File: config.mk
export PLATFORM = sky130hd
export DESIGN_NAME = uart_frame_rx
export DESIGN_NICKNAME = d
export VERILOG_FILES = /design/src/rtl/uart_rx_pkg.sv /design/src/rtl/uart_rx_sync.sv /design/src/rtl/uart_rx_timer.sv /design/src/rtl/uart_rx_shift.sv /design/src/rtl/uart_frame_rx.sv
export SDC_FILE = /design/constraint.sdc
export NUM_CORES = 1
export LEC_CHECK = 0
export BUFFER_PORTS_ARGS = -buffer_cell sky130_fd_sc_hd__buf_2
export CORE_ASPECT_RATIO = 2
export CORE_MARGIN = 1.5
export CORE_UTILIZATION = 60
export DETAILED_ROUTE_END_ITERATION = 8
export PLACE_DENSITY = 0.81
export SYNTH_ARGS = -nofsm -noshare
export SYNTH_HDL_FRONTEND = slang
export SYNTH_SLANG_ARGS = --single-unit
File: constraint.sdc
create_clock -name clk_i -period 2.8 [get_ports clk_i]
set_clock_uncertainty 0.15 [all_clocks]
set_input_delay 0.56 -clock clk_i [delete_from_list [all_inputs] [get_ports clk_i]]
set_output_delay 0.56 -clock clk_i [all_outputs]
set_load 0.05 [all_outputs]
File: src/rtl/uart_rx_pkg.sv
package uart_rx_pkg;

  localparam int unsigned FRAME_DATA_BITS = 8;

  typedef enum logic [1:0] {
    ST_WAIT = 2'd0,
    ST_DATA = 2'd1,
    ST_STOP = 2'd2,
    ST_ERR  = 2'd3
  } rx_state_e;

endpackage

File: src/rtl/uart_rx_sync.sv
module uart_rx_sync #(
  parameter int unsigned STAGES = 2
) (
  input  logic clk_i,
  input  logic rst_ni,
  input  logic rx_i,
  output logic rx_s_o,
  output logic fall_o
);

  logic [STAGES-1:0] sync_q;
  logic              prev_q;

  always_ff @(posedge clk_i or negedge rst_ni) begin
    if (!rst_ni) sync_q[0] <= 1'b1;
    else         sync_q[0] <= rx_i;
  end

  for (genvar gi = 1; gi < STAGES; gi++) begin : g_stage
    always_ff @(posedge clk_i or negedge rst_ni) begin
      if (!rst_ni) sync_q[gi] <= 1'b1;
      else         sync_q[gi] <= sync_q[gi-1];
    end
  end

  always_ff @(posedge clk_i or negedge rst_ni) begin
    if (!rst_ni) prev_q <= 1'b1;
    else         prev_q <= sync_q[STAGES-1];
  end

  assign rx_s_o = sync_q[STAGES-1];
  assign fall_o = prev_q & ~sync_q[STAGES-1];

endmodule

File: src/rtl/uart_rx_timer.sv
module uart_rx_timer #(
  parameter int unsigned CNT_W = 17
) (
  input  logic             clk_i,
  input  logic             rst_ni,
  input  logic             load_i,
  input  logic [CNT_W-1:0] load_val_i,
  input  logic             run_i,
  output logic             tick_o
);

  logic [CNT_W-1:0] cnt_q;

  always_ff @(posedge clk_i or negedge rst_ni) begin
    if (!rst_ni)                       cnt_q <= '0;
    else if (load_i)                   cnt_q <= load_val_i;
    else if (run_i && cnt_q != '0)     cnt_q <= cnt_q - 1'b1;
  end

  assign tick_o = run_i && (cnt_q == '0);


  tick_spacing_chk: assert property (@(posedge clk_i) disable iff (!rst_ni)
    (tick_o && load_i && load_val_i != '0) |=> !tick_o);

endmodule

File: src/rtl/uart_rx_shift.sv
module uart_rx_shift #(
  parameter int unsigned DATA_W = 8,
  localparam int unsigned CNT_W = $clog2(DATA_W)
) (
  input  logic              clk_i,
  input  logic              rst_ni,
  input  logic              clr_i,
  input  logic              shift_i,
  input  logic              bit_i,
  output logic [DATA_W-1:0] data_o,
  output logic              last_o
);

  logic [DATA_W-1:0] data_q;
  logic [CNT_W-1:0]  cnt_q;

  always_ff @(posedge clk_i or negedge rst_ni) begin
    if (!rst_ni) begin
      data_q <= '0;
      cnt_q  <= '0;
    end else if (clr_i) begin
      cnt_q  <= '0;
    end else if (shift_i) begin
      // lsb first: new bit enters at msb and moves down
      data_q <= {bit_i, data_q[DATA_W-1:1]};
      cnt_q  <= cnt_q + 1'b1;
    end
  end

  assign data_o = data_q;
  assign last_o = (cnt_q == CNT_W'(DATA_W-1));


  clr_shift_excl_chk: assert property (@(posedge clk_i) disable iff (!rst_ni)
    !(clr_i && shift_i));

endmodule

File: src/rtl/uart_frame_rx.sv
module uart_frame_rx
  import uart_rx_pkg::*;
#(
  parameter int unsigned PERIOD_W    = 16,
  parameter int unsigned SYNC_STAGES = 2,
  localparam int unsigned DATA_W     = FRAME_DATA_BITS,
  localparam int unsigned TMR_W      = PERIOD_W + 1
) (
  input  logic                clk_i,
  input  logic                rst_ni,
  input  logic                rx_i,
  input  logic [PERIOD_W-1:0] bit_period_i,
  input  logic                err_clr_i,
  output logic [DATA_W-1:0]   data_o,
  output logic                valid_o,
  output logic                err_o
);

  rx_state_e         state_q, state_d;
  logic              rx_s, rx_fall;
  logic              tmr_load, tmr_tick, tmr_run;
  logic [TMR_W-1:0]  tmr_val, per_ld, half_ld;
  logic              shift_en, shift_clr, shift_last;
  logic [DATA_W-1:0] shift_data;
  logic              deliver;
  logic [DATA_W-1:0] data_q;
  logic              valid_q;

  uart_rx_sync #(.STAGES(SYNC_STAGES)) u_sync (
    .clk_i  (clk_i),
    .rst_ni (rst_ni),
    .rx_i   (rx_i),
    .rx_s_o (rx_s),
    .fall_o (rx_fall)
  );

  // counts of P and 1.5P, minus one for the zero-terminal down-counter
  assign per_ld  = {1'b0, bit_period_i} - 1'b1;
  assign half_ld = {1'b0, bit_period_i} + {2'b00, bit_period_i[PERIOD_W-1:1]} - 1'b1;
  assign tmr_run = (state_q == ST_DATA) || (state_q == ST_STOP);

  uart_rx_timer #(.CNT_W(TMR_W)) u_timer (
    .clk_i      (clk_i),
    .rst_ni     (rst_ni),
    .load_i     (tmr_load),
    .load_val_i (tmr_val),
    .run_i      (tmr_run),
    .tick_o     (tmr_tick)
  );

  uart_rx_shift #(.DATA_W(DATA_W)) u_shift (
    .clk_i   (clk_i),
    .rst_ni  (rst_ni),
    .clr_i   (shift_clr),
    .shift_i (shift_en),
    .bit_i   (rx_s),
    .data_o  (shift_data),
    .last_o  (shift_last)
  );

  always_comb begin
    state_d   = state_q;
    tmr_load  = 1'b0;
    tmr_val   = per_ld;
    shift_en  = 1'b0;
    shift_clr = 1'b0;
    deliver   = 1'b0;
    unique case (state_q)
      ST_WAIT: if (rx_fall) begin
        tmr_load  = 1'b1;
        tmr_val   = half_ld;
        shift_clr = 1'b1;
        state_d   = ST_DATA;
      end
      ST_DATA: if (tmr_tick) begin
        shift_en = 1'b1;
        tmr_load = 1'b1;
        if (shift_last) state_d = ST_STOP;
      end
      ST_STOP: if (tmr_tick) begin
        if (rx_s) begin
          deliver = 1'b1;
          state_d = ST_WAIT;
        end else begin
          state_d = ST_ERR;
        end
      end
      ST_ERR: if (err_clr_i) state_d = ST_WAIT;
      default: state_d = ST_WAIT;
    endcase
  end

  always_ff @(posedge clk_i or negedge rst_ni) begin
    if (!rst_ni) begin
      state_q <= ST_WAIT;
      valid_q <= 1'b0;
      data_q  <= '0;
    end else begin
      state_q <= state_d;
      valid_q <= deliver;
      if (deliver) data_q <= shift_data;
    end
  end

  assign data_o  = data_q;
  assign valid_o = valid_q;
  assign err_o   = (state_q == ST_ERR);


  valid_single_chk: assert property (@(posedge clk_i) disable iff (!rst_ni)
    valid_o |=> !valid_o);


  valid_err_excl_chk: assert property (@(posedge clk_i) disable iff (!rst_ni)
    !(valid_o && err_o));


  err_hold_chk: assert property (@(posedge clk_i) disable iff (!rst_ni)
    (err_o && !err_clr_i) |=> (err_o && !valid_o));


  err_clr_chk: assert property (@(posedge clk_i) disable iff (!rst_ni)
    (err_o && err_clr_i) |=> !err_o);


  data_hold_chk: assert property (@(posedge clk_i) disable iff (!rst_ni)
    !$stable(data_o) |-> valid_o);

endmodule

==> Word level (Yosys, flattened, before mapping) <==
Index checks and enable logic that the tools add are counted.
{ "op_classes": {"reduce_logical": 10, "add_sub_neg": 5, "n_mux": 21, "n_bitwise": 3, "eq_ne": 9} }
{ "op_table": {"columns": ["operator", "n"], "rows": [
  ["two-way mux 17 bit", 4],
  ["subtractor 17 x 1 -> 17 bit, second input constant", 2],
  ["adder 16 x 15 -> 17 bit", 1],
  ["logical NOT 17 bit", 1],
  ["nonzero test 17 bit", 1],
  ["subtractor 16 x 1 -> 17 bit, second input constant", 1],
  ["two-way mux 2 bit", 6],
  ["inequality test 2 bit, second input constant", 5],
  ["case mux 2 bit (4 select lines)", 1],
  ["two-way mux 1 bit", 7],
  ["two-way mux 3 bit", 2],
  ["AND reduction 5 bit", 1],
  ["equality test 2 bit, second input constant", 2],
  ["nonzero test 2 bit", 2],
  ["adder 3 x 1 -> 3 bit, second input constant", 1],
  ["equality test 3 bit, second input constant", 1],
  ["equality test 2 x 1 -> 1 bit, second input constant", 1],
  ["logical AND 1 bit", 2],
  ["logical NOT 2 bit", 1],
  ["inverter 1 bit", 2],
  ["case mux 1 bit (2 select lines)", 1],
  ["AND reduction 2 bit", 1],
  ["AND 1 bit", 1],
  ["logical OR 1 bit", 1]
]} }
{ "word_totals": {"regBits": 42, "out_inout_bits": 10, "input_bits": 20, "word_cells": 57} }

==> Logic depth before layout (Yosys ltp) <==
Gate-level depths: netlist of the first run.
{ "logic_depth": {"ltp_word": 7, "depth_mapped": 12, "depth_no_buf": 12} }

==> Cells and area by module <==
A second synthesis of the first run with hierarchy kept.
{ "unflattened": {"hier_cells": 414, "area_unflattened_um2": 3722.3} }
{ "modules_own_cells": {"columns": ["mod", "instances", "area_per_inst_um2", "seq_area_each_um2", "cells_each"], "rows": [
  ["uart_frame_rx", 1, 2070.7, 275.3, 265],
  ["uart_rx_timer", 1, 1081.0, 425.4, 116],
  ["uart_rx_shift", 1, 478.0, 275.3, 29],
  ["uart_rx_sync", 1, 92.6, 78.8, 4]
]} }

==> Worst setup path before layout of the first run <==
Ideal clock, no wire load.
{ "synth_timing": {"path_kind": "in2reg", "startpoint": "in bit_period_i[2]", "endpoint": "reg u_timer.cnt_q[15]", "setup_slack_ns": -0.053, "path_buffers": 0, "stages": 12, "arrival_ns": 2.575, "t_required_ns": 2.522, "setup_ns": 0.128, "path_cell_list": "inv_1 -> ha_1 -> inv_1 -> ha_1 -> fa_1 -> a21o_1 -> nand2_1 -> o2111ai_1 -> a221o_1 -> a21oi_1 -> xnor2_1 -> a22oi_2"} }
{ "synth_between": {"elab_chain_len": 5, "elab_cells_between_ends": 6, "cone_classes": "add/sub: 3; mux: 3"} }
{ "synth_lines": {"columns": ["item", "line_no", "rtl"], "rows": [
  ["from (decl)", "uart_frame_rx.sv:12", "input logic [PERIOD_W-1:0] bit_period_i,"],
  ["adder 16 x 15 -> 17 bit", "uart_frame_rx.sv:39", "assign half_ld = {1'b0, bit_period_i} + {2'b00, bit_period_i[PERIOD_W-1:1]} - 1'b1;"],
  ["subtractor 17 x 1 -> 17 bit", "uart_frame_rx.sv:39", null],
  ["two-way mux 17 bit", "uart_frame_rx.sv:69", "ST_WAIT: if (rx_fall) begin"],
  ["two-way mux 17 bit *", "uart_frame_rx.sv:68", "unique case (state_q)"],
  ["two-way mux 17 bit *", "uart_rx_timer.sv:16", "else if (load_i) cnt_q <= load_val_i;"],
  ["to (signal assigned)", "uart_rx_timer.sv:16", null],
  ["to (signal assigned)", "uart_rx_timer.sv:17", "else if (run_i && cnt_q != '0) cnt_q <= cnt_q - 1'b1;"],
  ["to (decl)", "uart_rx_timer.sv:12", "logic [CNT_W-1:0] cnt_q;"]
]} }
Every way passes the cells marked *; elsewhere a longest branch is shown, timed or not.
A chain may end at the register's enable or synchronous reset.

==> Worst setup path after layout of the first run <==
Same ends and word-level chain as after synthesis.

==> summary.txt, run 1 <==
status -> finished, final reports clean
largest net degree at the start of global routing -> 43
ranking of synthesized cells by area -> dfrtp_1 28%, ha_1 14%, xnor2_1 7.1%
Metal-1 WL -> 2974 µm
Area Overhead vs Synth -> 20.47%
die extent in y -> 110.3 µm
unrepaired setup endpoints after global routing -> true
drt drc -> 0
Core Rows -> 38
initial antenna violation count -> 0
hold depth -> 1
post-synth top area share -> 0.2826
Clk pin slew, worst setup/hold paths -> 80 ps
initial core utilization -> 0.6316
Min-Delay Startpoint -> rx_i
hold_ws -> 194.6 ps
r2r setup slk -> 240 ps
Fin. Hold Viols -> 0
Worst EP required -> 2840 ps
Worst Hold End -> u_sync.sync_q[0]$_DFF_PN1_
CTS H-tree depth -> 2
first-pass GRT wire length -> 13460 µm
aggregate routed wire length -> 8349 µm
CP max-delay cell -> a221o_1
CTS Hold Bufs -> 0
Core Region -> 5468 µm²
GRT Util Overall -> 0.2766
Via density -> 5.808
max incr delay on CP -> 390 ps
Post-DP HPWL -> 6361 µm
Critical Path End Type -> flop
Clock Root Buffer -> clkbuf_8
crit path max fanout -> 4
Crit Path Class -> in -> reg
mapped cell area -> 3453 µm²
diode count -> 0
pwr/cell area -> 630.8 nW/µm²
Worst Max-Slew Pin Slew -> 926.4 ps
first-pass iteration count of the detailed router -> 4
Max-Cap Viols -> 0
fin crit period -> 2748 ps
placed cells -> 521
Met2 Wirelength -> 4872 µm
yosys warns -> 0
setup slack at placement -> -315.1 ps
die area -> 6247 µm²
peak supply drop -> 605.7 µV
clock buffer depth -> 2
sequential-to-total area share from yosys stat -> 0.3054
Mapped Avg Cell Area -> 8.855 µm²
gpl congestion -> 0.9067
Die X -> 56.65 µm
IO buf count -> 29
Post-synth EDFFs -> 0
Non-Filler Instances -> 531
asr flop ratio synth -> 1.000
num ports -> 30
layout cells sized above 1 -> 0.2718
Setup-failing EPs final -> 0
setup TNS -> 0 ps
prevailing post-synth register cell -> dfrtp_1
Relative slew margins -> 0.3824
crit path launch type -> input port
Post-DRT Antenna Nets -> 0
Final Max Slew Viols -> 0
1st-iter DRT viols -> 103
reg2reg start -> u_timer.cnt_q[0]$_DFFE_PN0P_
Final Util -> 0.7609
Routed WL per cell -> 15.72 µm
Syn Nets -> 452
path depth of the worst reg2reg path -> 9
worst setup margin -> 51.76 ps
crit path cell chain -> buf_2 > inv_2 > ha_1 > inv_1 > ha_2 > fa_2 > a21o_1 > nand2_2 > o2111ai_4 > a221o_1 > a21oi_2 > xnor2_1 > a22oi_2
routed length on met3 -> 207 µm
critical path arrival -> 2790 ps
CTS tree -> done
# clock sinks -> 42
post-synth cell types -> 51
CTS Buf Count -> 5
vias in the first global route -> 3219
Nets -> 532
Min-Delay Path Class -> in -> reg
Skew-Pair Late Insertion Delay -> 310 ps
final worst path period share -> 0.9815
r2r endpoint -> u_timer.cnt_q[3]$_DFFE_PN0P_
Mapped Cells -> 390
Via Count -> 3084
gr ovfl total -> 0
Top Metal Used -> met4
fmax -> 363.9 MHz
Yosys reg bits -> 42
Leakage -> 2.059 nW
cell taking the most area after synthesis -> dfrtp_1
-- cells in the final DEF, fill, tap and decap left out, types with 6 or more instances in the layout --
cell type  netlist  final
buf_4            1     52
inv_1           53     50
dfrtp_1         39     39
ha_1            40     38
a21oi_1         32     30
nand2_1         31     30
buf_2            3     29
xnor2_1         28     28
nor2_1          18     18
mux2_2          17     17
o21ai_0         16     16
nand3_1         12     12
a21o_1           8      8
xor2_1           8      8
a22oi_1          8      7
a31oi_1          6      6
-- area by class of cell --
type / count / area (µm²)
clock buffers: 5 / 68.82
clock inverters: 3 / 25.02
fillers: 383 / 1308
inverters: 53 / 198.9
multi-input cells: 287 / 2202
flip-flops and latches: 42 / 1055
well taps: 60 / 75.07
repair buffers: 81 / 535.5
-- layer usage --
layer  vias up  GRT usage
met5         -          0
met4         0     0.1565
met3        27    0.02917
met2        90     0.5598
met1      1452     0.2562
li1       1515          -
-- flip-flops by register name, indices dropped and copies added (netlist names) --
register	count
u_timer.cnt_q	17
u_shift.cnt_q	3
u_sync.sync_q	1
u_sync.rx_s_o	1
u_sync.prev_q	1
valid_o	1
state_q	2
data_o	8
u_shift.data_o	8
-- repair_timing --
| item | in CTS | in global routing |
|---|---|---|
| gates resized for setup | 0 | 10 |
| endpoints found under the setup margin | 0 | 4 |
| setup buffers | 0 | 2 |
-- worst max-delay path by stage --
stage,start,end,slack (ps),depth (start not counted)
2_1_floorplan,bit_period_i[2],u_timer.cnt_q[15]$_DFFE_PN0P_,10,12
3_3_place_gp,bit_period_i[2],u_timer.cnt_q[15]$_DFFE_PN0P_,-230,13
3_5_place_dp,bit_period_i[2],u_timer.cnt_q[15]$_DFFE_PN0P_,-320,13
4_1_cts,bit_period_i[2],u_timer.cnt_q[15]$_DFFE_PN0P_,10,13
5_1_grt,bit_period_i[2],u_timer.cnt_q[16]$_DFFE_PN0P_,-30,13
6_report,bit_period_i[2],u_timer.cnt_q[15]$_DFFE_PN0P_,50,13
-- metrics by stage --
stage | power, mW | cell area (µm²)
after floorplan | 1.749 | 3460
after global placement | 2.095 | 4018
after detailed placement | 2.154 | 4018
after CTS | 2.578 | 4111
after global routing | 2.793 | 4160
final | 2.624 | 4160
-- logic make-up after synthesis --
family / synth area share
multiplexers: 0.05543
adder cells (fa/ha/maj): 0.1565
flip-flops: 0.3054
XOR/XNOR: 0.09131
AO/OA/AOI/OAI: 0.1873
buffers and inverters: 0.06848
AND/OR/NAND/NOR: 0.1355
-- worst max-delay path, delay by kind of cell --
kind | cells | cell delay, ps
xor gates and xnor gates | 1 | 140
buffers and inverters | 3 | 180
AOI/OAI and AO/OA | 5 | 990
adders and majority gates | 3 | 810
and+or+nand+nor | 1 | 110
-- synth_stat cells (2+ instances only) --
library cell	count
xor2_1	8
mux2_2	17
dfrtp_1	39
o21a_1	3
nor2_1	18
inv_1	53
a211oi_1	5
fa_1	2
o31ai_1	5
and2_1	4
o21ai_0	16
a22oi_1	8
nor2b_1	5
clkbuf_1	4
nor4_1	5
and3_1	3
xnor2_1	28
a22o_1	2
a211o_1	2
dfstp_2	3
o22a_1	2
a21oi_1	32
a21o_1	8
ha_1	40
nor3_1	3
nand3_1	12
nand2_1	31
a31oi_1	6
or4_4	2
buf_2	3
-- report_power, final --
part,total (mW),leakage (nW),switching [mW],internal [mW]
logic,1.31,1.49,0.707,0.599
registers,0.904,0.523,0.162,0.742
clock network,0.415,0.0447,0.235,0.180
total,2.62,2.06,1.10,1.52
Note: power is estimated with default switching activity, not from simulation.
==> run 2: changes to the inputs <==
CORE_UTILIZATION = 40   (was 60)
PLACE_DENSITY = 0.58   (was 0.81)
SKIP_LAST_GASP = 1   (was unset)
==> run 2 against run 1 <==
Critical path depth unchanged. Via count down 2.8%. Wire length down 2.2%. Non-clock buffer count up 2. Clock power up 61%. Sequential share of layout area down 1.1 points. Register-to-register slack better by 30 ps. Largest cell class unchanged. Sequential power about the same.
==> summary.txt, run 2 (same netlist as run 1, synthesis figures left out) <==
die extent in y -> 134.4 µm (+22%)
Core Rows -> 47 (+24%)
Final Max Slew Viols -> 0 (unchanged)
CTS Hold Bufs -> 0 (unchanged)
vias in the first global route -> 3040 (-5.6%)
status -> finished, final reports clean
Nets -> 534 (+0.38%)
initial antenna violation count -> 0 (unchanged)
max reg flops -> 17 (unchanged)
Via density -> 5.250 (-9.6%)
gr ovfl total -> 0 (unchanged)
fin crit period -> 2695 ps (-53.14 ps)
Worst Max-Slew Pin Slew -> 918.6 ps (-7.770 ps)
largest net degree at the start of global routing -> 43 (unchanged)
# clock sinks -> 42 (unchanged)
final instance area -> 4340 µm² (+4.3%)
Via Count -> 2998 (-2.8%)
layout cells sized above 1 -> 0.2791 (+0.007308)
commonest non-fill, non-tap cell in the layout -> buf_4
Min-Delay Path Class -> reg -> reg
Clock Root Buffer -> clkbuf_16
GRT Util Overall -> 0.1865 (-0.09007)
Max-Cap Viols -> 0 (unchanged)
pwr/cell area -> 661.1 nW/µm² (+4.8%)
CP max-delay cell -> a221o_1
Worst EP required -> 2820 ps (-20 ps)
Area Overhead vs Synth -> 25.69%
drt drc -> 0 (unchanged)
peak supply drop -> 319.1 µV (-47%)
Clk pin slew, worst setup/hold paths -> 60 ps (-20 ps)
final worst path period share -> 0.9625 (-0.01898)
Routed WL per cell -> 14.30 µm (-9.1%)
crit path cell chain -> buf_6 > inv_4 > ha_4 > inv_1 > ha_2 > fa_2 > a21o_1 > nand2_2 > o2111ai_4 > a221o_1 > a21oi_2 > xnor2_1 > a22oi_2
CTS Buf Count -> 5 (unchanged)
Leakage -> 2.114 nW (+2.7%)
CTS H-tree depth -> 2 (unchanged)
Critical Path End Type -> flop
Setup-failing EPs final -> 0 (unchanged)
setup TNS -> 0 ps (unchanged)
Pwr Total -> 2.869 mW (+9.3%)
leading cell types in the layout, fill and taps excluded -> 54 x buf_4, 50 x inv_1, 39 x dfrtp_1, 37 x ha_1
unrepaired setup endpoints after global routing -> false
IO buf count -> 29 (unchanged)
first-pass iteration count of the detailed router -> 4 (unchanged)
clock buffer depth -> 2 (unchanged)
Fin. Hold Viols -> 0 (unchanged)
num ports -> 30 (unchanged)
area post-placement -> 4090 µm² (+1.8%)
Core Region -> 8351 µm² (+53%)
1st-iter DRT viols -> 68 (-34%)
critical path arrival -> 2710 ps (-80 ps)
fmax -> 371.0 MHz (+2.0%)
diode count -> 0 (unchanged)
crit path launch type -> input port
Post-DRT Antenna Nets -> 0 (unchanged)
Skew-Pair Late Insertion Delay -> 290 ps (-20 ps)
worst setup margin -> 104.9 ps (+53.14 ps)
aggregate routed wire length -> 8165 µm (-2.2%)
die area -> 9233 µm² (+48%)
first-pass GRT wire length -> 13030 µm (-3.1%)
Crit Path Class -> in -> reg
CTS tree -> done
gpl congestion -> 0.8797 (-3.0%)
max incr delay on CP -> 390 ps (about the same)
initial core utilization -> 0.4135 (-0.2180)
Relative slew margins -> 0.3876 (+0.005180)
Post-DP HPWL -> 6603 µm (+3.8%)
Die X -> 68.70 µm (+21%)
hold_ws -> 210.8 ps (+16.22 ps)
crit path max fanout -> 3 (-1)
Reg with most FFs -> u_timer.cnt_q
setup slack at placement -> -282.2 ps (+32.81 ps)
[run 2: cell count changes in the layout (fill, tap and decap cells not counted), moves of 2 or more]
cell       before  now
clkbuf_16       0    5
ha_4            0    2
inv_4           0    2
buf_4          52   54
buf_2          29   27
clkbuf_8        5    0
buf_6           0    2
inv_2           3    1
[run 2: critical path, delay by kind of cell]
kind | cells | cell delay (ps)
compound gates | 5 | 950
fa+ha+maj | 3 | 790
buf+inv | 3 | 150
xor+xnor | 1 | 140
simple gates | 1 | 100
[run 2: power by group]
| group | switching (mW) | internal [mW] | total, mW |
|---|---|---|---|
| Combinational | 0.688 | 0.607 | 1.29 |
| Sequential | 0.164 | 0.743 | 0.907 |
| Clock | 0.245 | 0.422 | 0.667 |
[run 2: worst paths after layout]
kind | startpoint | end | slack, ps | depth (start not counted)
setup / recovery | bit_period_i[1] | u_timer.cnt_q[15]$_DFFE_PN0P_ | 100 | 13
hold / removal | u_sync.sync_q[0]$_DFF_PN1_ | u_sync.rx_s_o$_DFF_PN1_ | 210 | 0
setup reg to reg | u_timer.cnt_q[13]$_DFFE_PN0P_ | u_timer.cnt_q[2]$_DFFE_PN0P_ | 270 | 7
hold reg to reg | u_sync.sync_q[0]$_DFF_PN1_ | u_sync.rx_s_o$_DFF_PN1_ | 210 | 0
max in group asynchronous | rst_ni | state_q[0]$_DFFE_PN0P_ | 1670 | 1
min in group asynchronous | rst_ni | u_timer.cnt_q[2]$_DFFE_PN0P_ | 250 | 1
[run 2: cell type report]
class / instances / area [µm²]
fillers: 801 / 4010
multi-input cells: 287 / 2227
flip-flops and latches: 42 / 1055
repair buffers: 83 / 563.0
inverters: 53 / 203.9
clock buffers: 5 / 125.1
well taps: 98 / 122.6
clock inverters: 3 / 43.79
[run 2: repair_timing]
action	in CTS	in global routing
setup endpoints to repair	0	4
resized for setup	0	17
setup buffers	0	1
[run 2: stage by stage]
| step | util | cells |
|---|---|---|
| 2_1_floorplan | - | 390 |
| 3_3_place_gp | 0.4898 | 562 |
| 3_5_place_dp | 0.4898 | 562 |
| 4_1_cts | 0.5100 | 570 |
| 5_1_grt | 0.5198 | 571 |
| 6_report | 0.5198 | 571 |
[run 2: per-layer routing]
layer  share of wire  vias up  routed length [µm]  GRT usage
met5               0        -                   0          0
met4           0.036        0                 297    0.09041
met3           0.019       20                 158    0.02181
met2            0.57       56                4656     0.3681
met1            0.37     1400                3051     0.1731
li1                -     1522                   -          -
==> run 3: changes to the inputs <==
CTS_BUF_LIST = sky130_fd_sc_hd__clkbuf_4 sky130_fd_sc_hd__clkbuf_8   (was unset)
==> run 3 against run 2 <==
Worst hold slack worse by 7.2 ps. Power is 6.9% lower. Sequential share of layout area is 0.69 points higher. Via count is 0.37% lower. Non-clock buffer count is 1 lower. Register-to-register slack worse by 40 ps. Core utilization is 1.4 points lower. Clock-buffer cell count stayed put. Clock power is 27% lower. Fmax is 1.8% lower. Final cell count is 0.18% lower. Critical path type unchanged. Largest cell class unchanged.
==> summary.txt, run 3 (same netlist as run 1, synthesis figures left out) <==
status -> finished, final reports clean
Relative slew margins -> 0.3969 (+0.009307)
Worst Max-Slew Pin Slew -> 904.7 ps (-13.96 ps)
hold depth -> 1 (+1)
die extent in y -> 134.4 µm (unchanged)
Pwr Total -> 2.671 mW (-6.9%)
Leakage -> 2.083 nW (-1.5%)
CTS Buf Count -> 5 (unchanged)
r2r setup slk -> 230 ps (-40 ps)
Die X -> 68.70 µm (unchanged)
CTS tree -> done
gpl congestion -> 0.8797 (unchanged)
path depth of the worst reg2reg path -> 7 (unchanged)
crit path max fanout -> 4 (+1)
gr ovfl total -> 0 (unchanged)
Post-DRT Antenna Nets -> 0 (unchanged)
Area Overhead vs Synth -> 22.21%
first-pass iteration count of the detailed router -> 4 (unchanged)
Post-DP HPWL -> 6603 µm (unchanged)
Worst EP required -> 2840 ps (+20 ps)
Fin. Hold Viols -> 0 (unchanged)
IO buf count -> 29 (unchanged)
final worst path period share -> 0.9800 (+0.01745)
# clock sinks -> 42 (unchanged)
Max-Cap Viols -> 0 (unchanged)
clock buffer depth -> 2 (unchanged)
unrepaired setup endpoints after global routing -> true
vias in the first global route -> 3028 (-0.39%)
Skew-Pair Late Insertion Delay -> 300 ps (about the same)
crit path launch -> bit_period_i[2]
largest net degree at the start of global routing -> 43 (unchanged)
initial core utilization -> 0.4135 (unchanged)
Min-Delay Path Class -> in -> reg
filler instances -> 806 (+0.62%)
Clk pin slew, worst setup/hold paths -> 80 ps (+20 ps)
Setup-failing EPs final -> 0 (unchanged)
Critical Path End Type -> flop
reg2reg start -> u_timer.cnt_q[13]$_DFFE_PN0P_
num ports -> 30 (unchanged)
Core Rows -> 47 (unchanged)
CTS Hold Bufs -> 0 (unchanged)
Worst Hold End -> u_sync.sync_q[0]$_DFF_PN1_
aggregate routed wire length -> 8011 µm (-1.9%)
Min-Delay Startpoint -> rx_i
first-pass GRT wire length -> 12970 µm (-0.48%)
CTS H-tree depth -> 2 (unchanged)
Clock Root Buffer -> clkbuf_8
die area -> 9233 µm² (unchanged)
Final Util -> 0.5054 (-0.01438)
Register Area -> 1055 µm² (unchanged)
initial antenna violation count -> 0 (unchanged)
r2r endpoint -> u_timer.cnt_q[2]$_DFFE_PN0P_
Reg with most FFs -> u_timer.cnt_q
setup TNS -> 0 ps (unchanged)
diode count -> 0 (unchanged)
GRT Util Overall -> 0.1867 (about the same)
Final Max Slew Viols -> 0 (unchanged)
Core Region -> 8351 µm² (unchanged)
pwr/cell area -> 632.9 nW/µm² (-4.3%)
combined area of the multi-input logic cells -> 2188 µm² (-1.7%)
fin crit period -> 2744 ps (+48.85 ps)
1st-iter DRT viols -> 53 (-22%)
drt drc -> 0 (unchanged)
Via density -> 5.240 (-0.19%)
layout cells sized above 1 -> 0.2648 (-0.01424)
critical path arrival -> 2780 ps (+70 ps)
Via Count -> 2987 (-0.37%)
Crit Path Class -> in -> reg
Nets -> 533 (-0.19%)
max reg flops -> 17 (unchanged)
crit path launch type -> input port
peak supply drop -> 248.6 µV (-22%)
Routed WL per cell -> 14.05 µm (-1.7%)
leading cell types in the layout, fill and taps excluded -> 53 x inv_1, 53 x buf_4, 40 x ha_1, 39 x dfrtp_1
fmax -> 364.4 MHz (-1.8%)
## run 3: cell types whose count changed in the layout (fill, tap and decap cells not counted), sizes merged
| cell | before | now |
|---|---|---|
| buf | 83 | 82 |
## run 3: what timing repair did
item | CTS | global route
buffers inserted | 0 | 0
gates resized for setup | 0 | 5
setup endpoints to repair | 0 | 4
## run 3: area by class of cell
type / count / area share
clock inverter: 3 / 0.01038
tap: 98 / 0.02905
timing repair buffer: 82 / 0.1287
inverter: 53 / 0.04714
sequential: 42 / 0.2499
multi-input combinational: 287 / 0.5185
clock buffer: 5 / 0.01631
## run 3: worst max path at each step
| stage | to | cells after the start |
|---|---|---|
| 5_1_grt | u_timer.cnt_q[15]$_DFFE_PN0P_ | 13 |
| 3_5_place_dp | u_timer.cnt_q[15]$_DFFE_PN0P_ | 13 |
| 2_1_floorplan | u_timer.cnt_q[15]$_DFFE_PN0P_ | 12 |
| 4_1_cts | u_timer.cnt_q[15]$_DFFE_PN0P_ | 13 |
| 3_3_place_gp | u_timer.cnt_q[15]$_DFFE_PN0P_ | 13 |
| 6_report | u_timer.cnt_q[15]$_DFFE_PN0P_ | 13 |
## run 3: worst max-delay path: stages
cell and delay [ps]:
buf_2 90, inv_1 70, ha_1 280, inv_1 40, ha_1 230, fa_2 350
a21o_1 180, nand2_2 90, o2111ai_2 140, a221o_1 360, a21oi_2 150, xnor2_1 150
a22oi_2 100
## run 3: per-stage QoR
step | cells | hold slack, ps | setup WS [ps] | area [µm²]
6_report | 570 | 203.5 | 56.05 | 4220
5_1_grt | 570 | 189.5 | -37.26 | 4220
4_1_cts | 570 | 189.0 | 38.68 | 4203
3_5_place_dp | 562 | 203.6 | -282.2 | 4090
3_3_place_gp | 562 | 200.1 | -263.9 | 4090
2_1_floorplan | 390 | 114.4 | 9.561 | 3460
## run 3: power by group
group	switching, mW	leakage (nW)	internal, mW	total (mW)
Combinational	0.677	1.50	0.599	1.28
Clock	0.223	0.0585	0.267	0.490
Sequential	0.163	0.523	0.742	0.905
Total	1.06	2.08	1.61	2.67
## run 3: per-layer routing
layer | vias to the layer above | GRT usage | share of wire
met2 | 59 | 0.3627 | 0.56
met5 | - | 0 | 0
met4 | 0 | 0.1078 | 0.042
met3 | 19 | 0.01930 | 0.023
li1 | 1522 | - | -
met1 | 1387 | 0.1719 | 0.37
